### src/rtl/ack_slot_pkg.sv
package ack_slot_pkg;

  // Strobes from the slot controller to the output datapath.
  typedef struct packed {
    logic driveDom;   // hold the line dominant in this clock
    logic sampleNow;  // read the bus back in this clock
    logic txSlot;     // slot in progress with this node as transmitter
  } ack_ctrl_t;

endpackage

### src/rtl/ack_slot_ctrl.sv
module ack_slot_ctrl
  import ack_slot_pkg::*;
#(
  parameter int BIT_CYCLES = 8,
  parameter int SAMPLE_PT  = 5
) (
  input  logic      clk,
  input  logic      rstN,
  input  logic      roleTx,
  input  logic      lostArb,
  input  logic      crcPass,
  input  logic      slotStrobe,
  output ack_ctrl_t ctrl
);

  localparam int CW = (BIT_CYCLES > 2) ? $clog2(BIT_CYCLES) : 1;
  localparam logic [CW-1:0] LAST_CNT = CW'(BIT_CYCLES - 1);
  localparam logic [CW-1:0] SAMPLE_CNT = CW'(SAMPLE_PT);

  typedef enum logic {ST_IDLE, ST_SLOT} slot_state_e;

  slot_state_e    state;
  logic [CW-1:0]  cnt;
  logic           slotTx;
  logic           slotCrc;

  always_ff @(posedge clk or negedge rstN) begin
    if (!rstN) begin
      state   <= ST_IDLE;
      cnt     <= '0;
      slotTx  <= 1'b0;
      slotCrc <= 1'b0;
    end else begin
      unique case (state)
        ST_IDLE: begin
          if (slotStrobe) begin
            state   <= ST_SLOT;
            cnt     <= '0;
            slotTx  <= roleTx & ~lostArb;
            slotCrc <= crcPass;
          end
        end
        ST_SLOT: begin
          if (cnt == LAST_CNT) begin
            state <= ST_IDLE;
            cnt   <= '0;
          end else begin
            cnt <= cnt + 1'b1;
          end
        end
        default: state <= ST_IDLE;
      endcase
    end
  end

  always_comb begin
    ctrl.driveDom  = (state == ST_SLOT) && !slotTx && slotCrc;
    ctrl.sampleNow = (state == ST_SLOT) && slotTx && (cnt == SAMPLE_CNT);
    ctrl.txSlot    = (state == ST_SLOT) && slotTx;
  end

  // an active slot advances one clock at a time; a new strobe cannot restart it
  a_r10_slot_advances: assert property (@(posedge clk) disable iff (!rstN)
    (state == ST_SLOT && cnt != LAST_CNT) |=>
      (state == ST_SLOT && cnt == CW'($past(cnt) + 1'b1)));

  // the slot ends right after its last clock
  a_r2_slot_ends: assert property (@(posedge clk) disable iff (!rstN)
    (state == ST_SLOT && cnt == LAST_CNT) |=> (state == ST_IDLE));

  // a node that lost arbitration is captured as a receiver
  a_r9_lost_is_rx: assert property (@(posedge clk) disable iff (!rstN)
    (state == ST_IDLE && slotStrobe && lostArb) |=> !slotTx);

endmodule

### src/rtl/ack_slot_dp.sv
module ack_slot_dp
  import ack_slot_pkg::*;
(
  input  logic      clk,
  input  logic      rstN,
  input  ack_ctrl_t ctrl,
  input  logic      busRx,
  output logic      txBit,
  output logic      ackOk,
  output logic      ackErr
);

  // The line is driven low only while a receiver acknowledges.
  assign txBit = ~ctrl.driveDom;

  always_ff @(posedge clk or negedge rstN) begin
    if (!rstN) begin
      ackOk  <= 1'b0;
      ackErr <= 1'b0;
    end else begin
      ackOk  <= ctrl.sampleNow & ~busRx;
      ackErr <= ctrl.sampleNow &  busRx;
    end
  end

  // outcome pulses are exclusive
  a_r7_exclusive: assert property (@(posedge clk) disable iff (!rstN)
    !(ackOk && ackErr));

  // each outcome pulse is a single clock
  a_r7_single_pulse: assert property (@(posedge clk) disable iff (!rstN)
    (ackOk || ackErr) |=> !(ackOk || ackErr));

endmodule

### src/rtl/ack_slot_handler.sv
module ack_slot_handler
  import ack_slot_pkg::*;
#(
  parameter int BIT_CYCLES = 8,
  parameter int SAMPLE_PT  = 5
) (
  input  logic clk,
  input  logic rstN,
  input  logic roleTx,
  input  logic lostArb,
  input  logic crcPass,
  input  logic slotStrobe,
  input  logic busRx,
  output logic txBit,
  output logic ackOk,
  output logic ackErr
);

  ack_ctrl_t ctrlBus;

  ack_slot_ctrl #(
    .BIT_CYCLES(BIT_CYCLES),
    .SAMPLE_PT (SAMPLE_PT)
  ) uCtrl (
    .clk       (clk),
    .rstN      (rstN),
    .roleTx    (roleTx),
    .lostArb   (lostArb),
    .crcPass   (crcPass),
    .slotStrobe(slotStrobe),
    .ctrl      (ctrlBus)
  );

  ack_slot_dp uDp (
    .clk   (clk),
    .rstN  (rstN),
    .ctrl  (ctrlBus),
    .busRx (busRx),
    .txBit (txBit),
    .ackOk (ackOk),
    .ackErr(ackErr)
  );

  // a transmitting node never drives dominant in its slot
  a_r4_tx_recessive: assert property (@(posedge clk) disable iff (!rstN)
    ctrlBus.txSlot |-> txBit);

  // outcome pulses only follow a transmitter slot
  a_r8_rx_no_pulse: assert property (@(posedge clk) disable iff (!rstN)
    (ackOk || ackErr) |-> $past(ctrlBus.txSlot));

endmodule

### config.mk
export PLATFORM = sky130hd
export DESIGN_NAME = ack_slot_handler
export DESIGN_NICKNAME = d
export VERILOG_FILES = /design/src/rtl/ack_slot_pkg.sv /design/src/rtl/ack_slot_ctrl.sv /design/src/rtl/ack_slot_dp.sv /design/src/rtl/ack_slot_handler.sv
export SDC_FILE = /design/constraint.sdc
export NUM_CORES = 1
export LEC_CHECK = 0
export BUFFER_PORTS_ARGS = -buffer_cell sky130_fd_sc_hd__buf_2
export CAP_MARGIN = 10
export CELL_PAD_IN_SITES_DETAIL_PLACEMENT = 0
export CELL_PAD_IN_SITES_GLOBAL_PLACEMENT = 1
export CORE_AREA = 2 2 39 41
export DETAILED_ROUTE_END_ITERATION = 6
export DIE_AREA = 0 0 41 43
export GPL_ROUTABILITY_DRIVEN = 0
export GPL_TIMING_DRIVEN = 0
export PLACE_DENSITY = 0.68
export SLEW_MARGIN = 10
export SYNTH_ARGS = -nofsm -noshare
export SYNTH_HDL_FRONTEND = slang
export SYNTH_SLANG_ARGS = --single-unit
### constraint.sdc
create_clock -name clk -period 1.1 [get_ports clk]
set_input_delay 0.055 -clock clk [delete_from_list [all_inputs] [get_ports clk]]
set_output_delay 0.055 -clock clk [all_outputs]
set_load 0.03 [all_outputs]
== Word-level counts from Yosys, hierarchy flattened ==
Index checks and enable logic that the tools add are counted.
Word-level totals
  register bits after elaboration: 8
  output and inout port bits: 3
  word-level logic and storage cells: 29
  input bits: 7
Operators by class
  add/sub/neg operators: 1
  eq/ne operators: 3
  mux-type cells: 6
  bitwise gates (word level): 7
  reductions and logical operators: 6
Operator list (count)
  $eq 3x3->1 const B: 2
  $mux 3: 2
  $pmux 3 s2: 1
  $logic_and 1x1->1: 4
  $not 1->1: 4
  $add 3x1->3 const B: 1
  $and 1x1->1: 3
  $mux 1: 2
  $ne 2x2->1 const B: 1
  $pmux 1 s2: 1
  $reduce_and 2->1: 1
  $logic_not 1->1: 1

== Depth between registers and ports, before layout ==
Gate-level depths: netlist (run 1).
  word-level depth: 4
  gate-level depth with buffers: 4
  depth with buffers taken out: 4

== Cells and area by module ==
Synthesis (run 1) repeated with hierarchy kept, for this count alone.
Unflattened totals
  cell total of the unflattened synthesis: 34
  area total of the unflattened synthesis: 410.4 um^2
By module, submodules not included
  ack_slot_ctrl: seq. area each 150.1 um^2, area each 340.3 um^2, times used 1, cells each 29
  ack_slot_dp: seq. area each 50.0 um^2, area each 70.1 um^2, times used 1, cells each 5

== Worst setup path before layout (run 1) ==
OpenSTA, ideal clock, no wires.
  path kind: reg-to-reg
  start: register uCtrl.cnt[0]
  end: register uCtrl.cnt[2]
  slack: -119 ps
  cell stages (with the launch flop): 4
  period minus slack after synthesis: 1219 ps
  arrival time: 1098 ps
  setup time: 121 ps
  path buffers: 0
  path through: dfrtp_1 -> ha_1 -> ha_1 -> a22o_1
Between the ends
  longest elaborated chain between the ends: 3
  elaborated cells on any way between the ends: 4
  classes of those cells: add/sub: 1; eq/ne: 1; mux: 2
Ends and longest elaborated chain
  from (decl): RTL line ack_slot_ctrl.sv:23  | logic [CW-1:0] cnt;
  from (signal assigned): RTL line ack_slot_ctrl.sv:48  | cnt <= cnt + 1'b1;
  $add 3x1->3 / $eq 3x3->1 (equally long branches): RTL line ack_slot_ctrl.sv:48, ack_slot_ctrl.sv:44
  $mux 3 (*): RTL line ack_slot_ctrl.sv:44  | if (cnt == LAST_CNT) begin
  $pmux 3 s2 (*): RTL line ack_slot_ctrl.sv:34  | unique case (state)
Mark *: on every way between the ends. The rest lies on a longest branch, timed or not.
A chain may end at the register's enable or synchronous reset.

== Worst setup path after layout (run 1) ==
Same ends and word-level chain as after synthesis.

==> results_dict.tcl, run 1 <==
set metrics [dict create \
    pwr_density_cell_nw_per_um2 2627 \
    fin_ws_ns -0.01424 \
    stdcell_count 63 \
    coreArea_um2 1384 \
    design_area_um2 578.1 \
    viasPerCell 4.524 \
    vdd.ir_drop.worst_mv 1.072 \
    nFillCells 132 \
    cpMostUsedCell "ha_4" \
    rr_worst_depth 3 \
    ios 10 \
    rows 14 \
    cts_tree "built" \
    crit_slowest_cell "dfrtp_1" \
    synth_top_area_share_pct 51.12 \
    synth_area_um2 391.6 \
    grt_start_max_net_pins 10 \
    drt_iter0_markers 1 \
    worst_path_largest_cell_delay_ns 0.41 \
    drive_gt1_share_pct 51.06 \
    cts_inserted_buffers 3 \
    area_growth_pct 47.60 \
    vias 285 \
    synth_compound_area_share_pct 7.348 \
    grt_pass1_wl_um 1297 \
    setup_viol 2 \
    p_comb_share_pct 50.5 \
    synth_seq_cells 8 \
    hold_ws_ns 0.03355 \
    synth-seq-area-share_pct 51.12 \
    clkPwrFrac_pct 14.9 \
    critical_path_class "reg -> reg" \
    cellLeakagePower_uw 0.0002710 \
    path_cells "ha_4 -> ha_4 -> a22o_1" \
    postSynthNetCount 42 \
    worstHoldEndpoint "uCtrl.slotCrc" \
    grt_overflow 0 \
    synth.area.mux_share_pct 7.668 \
    drv_cap 0 \
    p_sw_uw 544.3 \
    crit_fanout 2 \
    synthAdderAreaFrac_pct 12.78 \
    finalHoldViolCount 0 \
    drtAntennaViolNets 0 \
    port_buffers 9 \
    dr.pass1.iters 2 \
    synthCells 31 \
    drcViolationCount 0 \
    htreeDepth 1 \
    die_w_um 41 \
    grt.total_usage_pct 11.66 \
    cp.required_ns 1.24 \
    finalMaxSlewViolations 0 \
    rsz0062_at_grt "true" \
    slew_headroom_pct 83.46 \
    r2r_start "uCtrl.cnt[0]" \
    start_util_pct 28.30 \
    synthSimpleGateAreaFrac_pct 16.29 \
    endpoint_kind "flip-flop" \
    wirelength_um 670 \
    clock_latency_ns 0.25 \
    r2r_end "uCtrl.cnt[2]" \
    holdCritPathClass "in -> reg" \
    layout_min_cycle_time_ns 1.114 \
    start_kind "flip-flop" \
    antenna_found_initial 0 \
    max_freq_mhz 897.5 \
    outcome "finished with violations" \
    finalNetCount 60 \
    yosys-top-cells-area "dfrtp_1, ha_1, mux2_4, a22o_1, nor2b_4" \
    critPathTopFamily "flip-flops" \
    violations "negative setup slack" \
    p_seq_share_pct 34.6 \
    tightestPinTransition_ns 0.2481 \
    ys_warn_count 0 \
    synth_xor_area_share_pct 0 \
    wl_per_cell_um 10.63 \
    synth_top_area_cell "dfrtp_1" \
    crit_arrival_ns 1.26 \
    dp_hpwl_um 498.4 \
    yosysUniqueCellTypes 15 \
    dp_cells 56 \
    synth_top_family_by_area "simple AND/OR/NAND/NOR gates" \
    dpl_cell_area_um2 471.7 \
    cp.buffers_inverters 0 \
    layout_common_cells "buf_2, dfrtp_1, buf_6, ha_4" \
    dieArea_um2 1763 \
    clock_sinks 8 \
    chipHeight_um 43 \
    reg2reg_slack_ns -0.01 \
    holdPathStages 2 \
    grt_pass1_vias 311 \
    root_buffer "clkbuf_4" \
    hp-start "crcPass" \
    cts.path.max_buffers 2 \
    period_share_pct 101.3 \
    clkTransAtPathRegs_ns 0.06 \
    setup_total_negative_slack_ns -0.01756 \
    syn_area_per_cell_um2 12.63 \
    antenna_cells 0 \
    intPower_uw 974.1 \
    fin_skew_ns 0.004358 \
    switching_share_pct 35.85 \
]
==> final cells by class <==
| type | count | area, um^2 | share of cell area, % |
|---|---|---|---|
| repair buffers | 13 | 93.84 | 16.23 |
| flip-flops and latches | 8 | 200.2 | 34.63 |
| well taps | 16 | 20.02 | 3.463 |
| plain buffers | 1 | 11.26 | 1.948 |
| inverters | 2 | 7.507 | 1.299 |
| multi-input cells | 20 | 222.7 | 38.53 |
| clock buffers | 3 | 22.52 | 3.896 |
==> registers in the layout (all words and copies together), names as in the netlist <==
signal and flops:
uCtrl.cnt 3, uCtrl.slotCrc 1, uCtrl.slotTx 1, uCtrl.state 1, uDp.ackErr 1, uDp.ackOk 1
==> logic make-up after synthesis <==
logic type | after synthesis
flip-flops | 8
AND/OR/NAND/NOR | 10
multiplexers | 2
AO/OA/AOI/OAI | 4
buffers and inverters | 3
adder cells (fa/ha/maj) | 4
==> worst max-delay path by stage <==
stage | from | slack [ns] | endpoint | cells after the start
finish | uCtrl.cnt[0] | -0.01 | uCtrl.cnt[2] | 3
global placement | uCtrl.cnt[0] | -0.06 | uCtrl.cnt[0] | 4
CTS | uCtrl.cnt[0] | -0.003 | uCtrl.cnt[0] | 4
global route | uCtrl.cnt[1] | -0.05 | uCtrl.cnt[1] | 5
detailed placement | uCtrl.cnt[0] | -0.06 | uCtrl.cnt[0] | 4
floorplan | uCtrl.cnt[0] | 0.003 | uCtrl.cnt[0] | 4
==> cell usage after synthesis <==
cell type	instances
a21oi_1	1
mux2_4	2
o22ai_1	1
nor2b_4	1
ha_1	4
nor2b_1	1
a22o_1	2
inv_1	2
nand4_1	1
nor2_2	1
nand3b_1	1
nor2_1	3
buf_6	1
dfrtp_1	8
nand2b_1	2
==> routing by layer <==
metal  vias to the layer above  GRT usage [%]  routed length [um]
met2                        10          15.00                 296
met5                         -              0                   0
li1                        140              -                   -
met4                         0          4.000                   0
met3                         0          7.853                  56
met1                       135          15.28                 317
==> power by group through the flow <==
stage	clock (uW)	combinational [uW]	sequential [uW]
floorplan	0	454	503
global placement	0	559	515
detailed placement	0	573	519
CTS	232	670	495
global route	250	855	544
finish	226	767	525
==> metrics by stage <==
| stage | util (%) | total power (uW) | setup WS, ns |
|---|---|---|---|
| after global placement | 34.09 | 1074 | -0.05960 |
| after CTS | 38.61 | 1396 | -0.002661 |
| after floorplan | - | 956.5 | 0.002884 |
| after global routing | 41.77 | 1648 | -0.04550 |
| final | 41.77 | 1518 | -0.01424 |
| after detailed placement | 34.09 | 1091 | -0.06279 |
==> what timing repair did <==
item	CTS	global route
buffers inserted	2	0
gates resized for setup	2	7
setup endpoints to repair	4	6
pin swaps	1	3
hold buffers	2	0
hold endpoints to repair	9	0
Note: power is estimated with default switching activity, not from simulation.
==> run 2: changes to the inputs <==
--- a/config.mk
+++ b/config.mk
@@ -16,4 +16,5 @@
 export GPL_TIMING_DRIVEN = 0
 export PLACE_DENSITY = 0.68
+export SETUP_SLACK_MARGIN = 0.5
 export SLEW_MARGIN = 10
 export SYNTH_ARGS = -nofsm -noshare
==> constraint.sdc (replaced) <==
create_clock -name clk -period 1.1 [get_ports clk]
set_input_delay 0.055 -clock clk [delete_from_list [all_inputs] [get_ports clk]]
set_output_delay 0.055 -clock clk [all_outputs]
set_load 0.05 [all_outputs]
==> run 2 against run 1 <==
The run ends with negative hold slack, negative setup slack left. Sequential share of layout area is 1.4 points lower. Power is 12% higher. Sequential cell count stayed put. Largest power group unchanged. Highest routed layer unchanged.
==> results_dict.tcl, run 2 (synthesized netlist as in run 1, its figures left out) <==
set metrics [dict create \
    ios 10 \
    largest-register "uCtrl.cnt" \
    dieArea_um2 1763 \
    grt_pass1_wl_um 1207 \
    wirelength_um 778 \
    start_util_pct 28.30 \
    hold_ws_ns -0.04622 \
    cpMostUsedCell "ha_4" \
    antenna_found_initial 0 \
    setup_viol 3 \
    tightestPinTransition_ns 0.2024 \
    vdd.ir_drop.worst_mv 0.7986 \
    max_freq_mhz 874.8 \
    cellLeakagePower_uw 0.0002748 \
    die_w_um 41 \
    utilization_pct 44.30 \
    cts_inserted_buffers 3 \
    nFillCells 136 \
    holdPathStages 2 \
    drcViolationCount 0 \
    holdCritPathClass "in -> reg" \
    grt.total_usage_pct 11.10 \
    slew_headroom_pct 86.51 \
    dr.pass1.iters 3 \
    multiInputGateArea_um2 230.2 \
    grt_pass1_vias 274 \
    path_cells "ha_4 -> ha_4 -> a22o_1" \
    port_buffers 9 \
    finalHoldViolCount 1 \
    cp.buffers_inverters 0 \
    r2r_start "uCtrl.cnt[0]" \
    outcome "finished with violations" \
    postCtsHoldBufs 1 \
    drive_gt1_share_pct 64.58 \
    wl_per_cell_um 12.16 \
    seqCellArea_um2 203.9 \
    critPathLaunch "uCtrl.cnt[0]" \
    hp-start "busRx" \
    layout_min_cycle_time_ns 1.143 \
    coreArea_um2 1384 \
    grt_overflow 0 \
    finalNetCount 60 \
    root_buffer "clkbuf_4" \
    area_growth_pct 56.55 \
    rows 14 \
    dp_cells 56 \
    stdcell_count 64 \
    finalMaxSlewViolations 0 \
    worst_path_largest_cell_delay_ns 0.44 \
    drtAntennaViolNets 0 \
    grt_start_max_net_pins 10 \
    endpoint_kind "flip-flop" \
    crit_arrival_ns 1.29 \
    clkTransAtPathRegs_ns 0.06 \
    violations "negative hold slack, negative setup slack" \
    largest_register_ffs 3 \
    critical_path_class "reg -> reg" \
    clock_sinks 8 \
    fin_ws_ns -0.04316 \
    rr_worst_depth 3 \
    drv_cap 0 \
    cts.path.max_buffers 2 \
    period_share_pct 103.9 \
    setup_total_negative_slack_ns -0.07469 \
    layout_common_cells "buf_2, dfrtp_1, buf_6" \
    rsz0062_at_grt "true" \
    final_common_cell "buf_2" \
    crit_cells 3 \
    crit_slowest_cell "dfrtp_2" \
    start_kind "flip-flop" \
    cp.required_ns 1.24 \
    vias 275 \
    fin_skew_ns 0.001008 \
    cts_tree "built" \
    clock_latency_ns 0.25 \
    drt_iter0_markers 1 \
    critPathTopFamily "flip-flops" \
    chipHeight_um 43 \
    htreeDepth 1 \
    viasPerCell 4.297 \
    pwr_density_cell_nw_per_um2 2782 \
    antenna_cells 0 \
    crit_fanout 3 \
]
## run 2: where the power goes
part	switching [uW]	total, uW	leakage, uW	internal [uW]
Combinational	418	918	0.000166	499
Sequential	120	536	0.0000941	417
Clock	112	251	0.0000150	140
Total	650	1710	0.000275	1060
## run 2: path summary, 6_finish.rpt
path / endpoint / slack (ns)
max: uCtrl.cnt[2] / -0.04
min: uDp.ackOk / -0.05
max reg2reg: uCtrl.cnt[2] / -0.04
min reg2reg: uCtrl.slotCrc / 0.53
max in group asynchronous: uDp.ackOk / 0.75
min in group asynchronous: uCtrl.state / 0.17
## run 2: timing repair
| item | CTS | global route |
|---|---|---|
| buffers inserted | 3 | 0 |
| pin swaps | 2 | 3 |
| setup endpoints to repair | 11 | 11 |
| gates resized for setup | 10 | 7 |
| endpoints found under the hold margin | 9 | 1 |
## run 2: cell type report
| cell class | count | area share [%] |
|---|---|---|
| timing repair buffer | 13 | 18.16 |
| buffer | 1 | 1.837 |
| clock buffer | 4 | 4.286 |
| multi-input combinational | 20 | 37.55 |
| sequential | 8 | 33.27 |
| tap | 16 | 3.265 |
| inverter | 2 | 1.633 |
## run 2: metrics by stage
step	cell area, um^2	total power (uW)	worst slack [ns]
2_1_floorplan	415.4	1019	0.005928
4_1_cts	578.1	1587	-0.03590
5_1_grt	613.1	1839	-0.07462
6_report	613.1	1705	-0.04316
3_3_place_gp	480.5	1133	-0.03116
3_5_place_dp	480.5	1156	-0.04668
## run 2: layer usage
metal | up-vias | wire (um) | global-route usage, %
met5 | - | 0 | 0
met2 | 8 | 359 | 13.75
met3 | 0 | 44 | 6.283
met1 | 129 | 373 | 13.73
met4 | 0 | 0 | 8.000
li1 | 138 | - | -
## run 2: worst register-to-register path, cell delays in order, from the launching register on
cell,delay [ns]
dfrtp_2,0.44
ha_4,0.19
ha_4,0.20
a22o_1,0.20
==> run 3: changes to the inputs <==
RECOVER_POWER = 50   (was default)
==> run 3 against run 2 <==
Sequential power barely moved. Power barely moved. Wire length fell by 0.26%. Non-clock buffer count did not move. Largest cell class unchanged. Sequential share of layout area rose by 0.068 points. Critical path type unchanged. The run still ends with negative hold slack, negative setup slack left. Die area did not move. Utilization fell by 0.090 points. Global-route usage did not move. Combinational power barely moved. Clock power barely moved. Register-to-register slack barely moved.
==> results_dict.tcl, run 3 (synthesized netlist as in run 1, its figures left out) <==
set metrics [dict create \
    largest-register "uCtrl.cnt" \
    clock_sinks 8 \
    wl_per_cell_um 12.13 \
    wirelength_um 776 \
    htreeDepth 1 \
    power_uw 1705 \
    hold_ws_ns -0.04622 \
    endpoint_kind "flip-flop" \
    coreArea_um2 1384 \
    grt_overflow 0 \
    outcome "finished with violations" \
    reg2reg_slack_ns -0.04 \
    largest_register_ffs 3 \
    drt_iter0_markers 1 \
    cts_tree "built" \
    drcViolationCount 0 \
    fin_skew_ns 0.001008 \
    root_buffer "clkbuf_4" \
    layout_common_cells "buf_2, dfrtp_1, buf_6" \
    drv_cap 0 \
    tightestPinTransition_ns 0.4439 \
    period_share_pct 103.9 \
    nFillCells 136 \
    clock_latency_ns 0.25 \
    fin_ws_ns -0.04316 \
    drtAntennaViolNets 0 \
    finalHoldViolCount 1 \
    crit_arrival_ns 1.29 \
    cts.path.max_buffers 2 \
    finalNetCount 60 \
    vdd.ir_drop.worst_mv 0.7985 \
    violations "negative hold slack, negative setup slack" \
    drive_gt1_share_pct 62.50 \
    stdcell_count 64 \
    grt_pass1_vias 274 \
    area_growth_pct 56.23 \
    antenna_found_initial 0 \
    layout_min_cycle_time_ns 1.143 \
    pwr_density_cell_nw_per_um2 2786 \
    grt_pass1_wl_um 1207 \
    port_buffers 9 \
    critical_path_class "reg -> reg" \
    slew_headroom_pct 70.41 \
    setup_viol 3 \
    max_freq_mhz 874.8 \
    antenna_cells 0 \
    viasPerCell 4.297 \
    ios 10 \
    grt.total_usage_pct 11.10 \
    cts_inserted_buffers 3 \
    cellLeakagePower_uw 0.0002720 \
    die_w_um 41 \
    dp_cells 56 \
    start_kind "flip-flop" \
    cp.required_ns 1.24 \
    start_util_pct 28.30 \
    dieArea_um2 1763 \
    holdCritPathClass "in -> reg" \
    chipHeight_um 43 \
    postCtsHoldBufs 1 \
    dr.pass1.iters 3 \
    rsz0062_at_grt "true" \
    finalMaxSlewViolations 0 \
    rows 14 \
    vias 275 \
    clkTransAtPathRegs_ns 0.06 \
    grt_start_max_net_pins 10 \
    crit_fanout 3 \
]
## run 3: cell types whose count changed in the layout (fill, tap and decap cells not counted)
cell      change
buf_2         -1
clkbuf_1      +1
## run 3: final timing paths
path | start | to | depth (start not counted)
setup / recovery | uCtrl.cnt[0] | uCtrl.cnt[2] | 3
hold / removal | busRx | uDp.ackOk | 2
setup reg to reg | uCtrl.cnt[0] | uCtrl.cnt[2] | 3
hold reg to reg | uCtrl.slotCrc | uCtrl.slotCrc | 1
max in group asynchronous | rstN | uDp.ackOk | 2
min in group asynchronous | rstN | uCtrl.state | 2
## run 3: timing repair
item                                   in CTS  in global routing
resized for setup                          10                  7
setup buffers                               3                  0
setup endpoints to repair                  11                 11
pin swaps                                   2                  3
endpoints found under the hold margin       9                  1
## run 3: area by class of cell
type | count | area, um^2 | area share, %
multi-input combinational | 20 | 230.2 | 37.63
sequential | 8 | 203.9 | 33.33
timing repair buffer | 13 | 110.1 | 18.00
clock buffer | 4 | 26.28 | 4.294
tap | 16 | 20.02 | 3.272
buffer | 1 | 11.26 | 1.840
inverter | 2 | 10.01 | 1.636
## run 3: metal layers
layer | global-route usage (%) | vias up | routed length, um
met1 | 13.73 | 129 | 371
li1 | - | 138 | -
met3 | 6.283 | 0 | 44
met4 | 8.000 | 0 | 0
met2 | 13.75 | 8 | 359
met5 | 0 | - | 0
## run 3: where the power goes
| group | leakage, uW | internal [uW] | switching, uW |
|---|---|---|---|
| combinational | 0.000163 | 499 | 418 |
| clock | 0.0000150 | 140 | 112 |
| sequential | 0.0000941 | 417 | 120 |
## run 3: critical path: stages (launching register included)
cell,delay [ns]
dfrtp_2,0.44
ha_4,0.18
ha_4,0.20
a22o_1,0.20
## run 3: per-stage QoR
step	setup slack [ns]	hold WS [ns]	cell area, um^2	util, %	setup TNS, ns
2_1_floorplan	0.005928	-0.2406	415.4	-	0
3_3_place_gp	-0.03116	-0.09385	480.5	34.72	-0.06838
3_5_place_dp	-0.04668	-0.08679	480.5	34.72	-0.1061
4_1_cts	-0.03590	-0.05384	578.1	41.77	-0.07122
5_1_grt	-0.07462	-0.04875	611.8	44.21	-0.2864
6_report	-0.04316	-0.04622	611.8	44.21	-0.07469
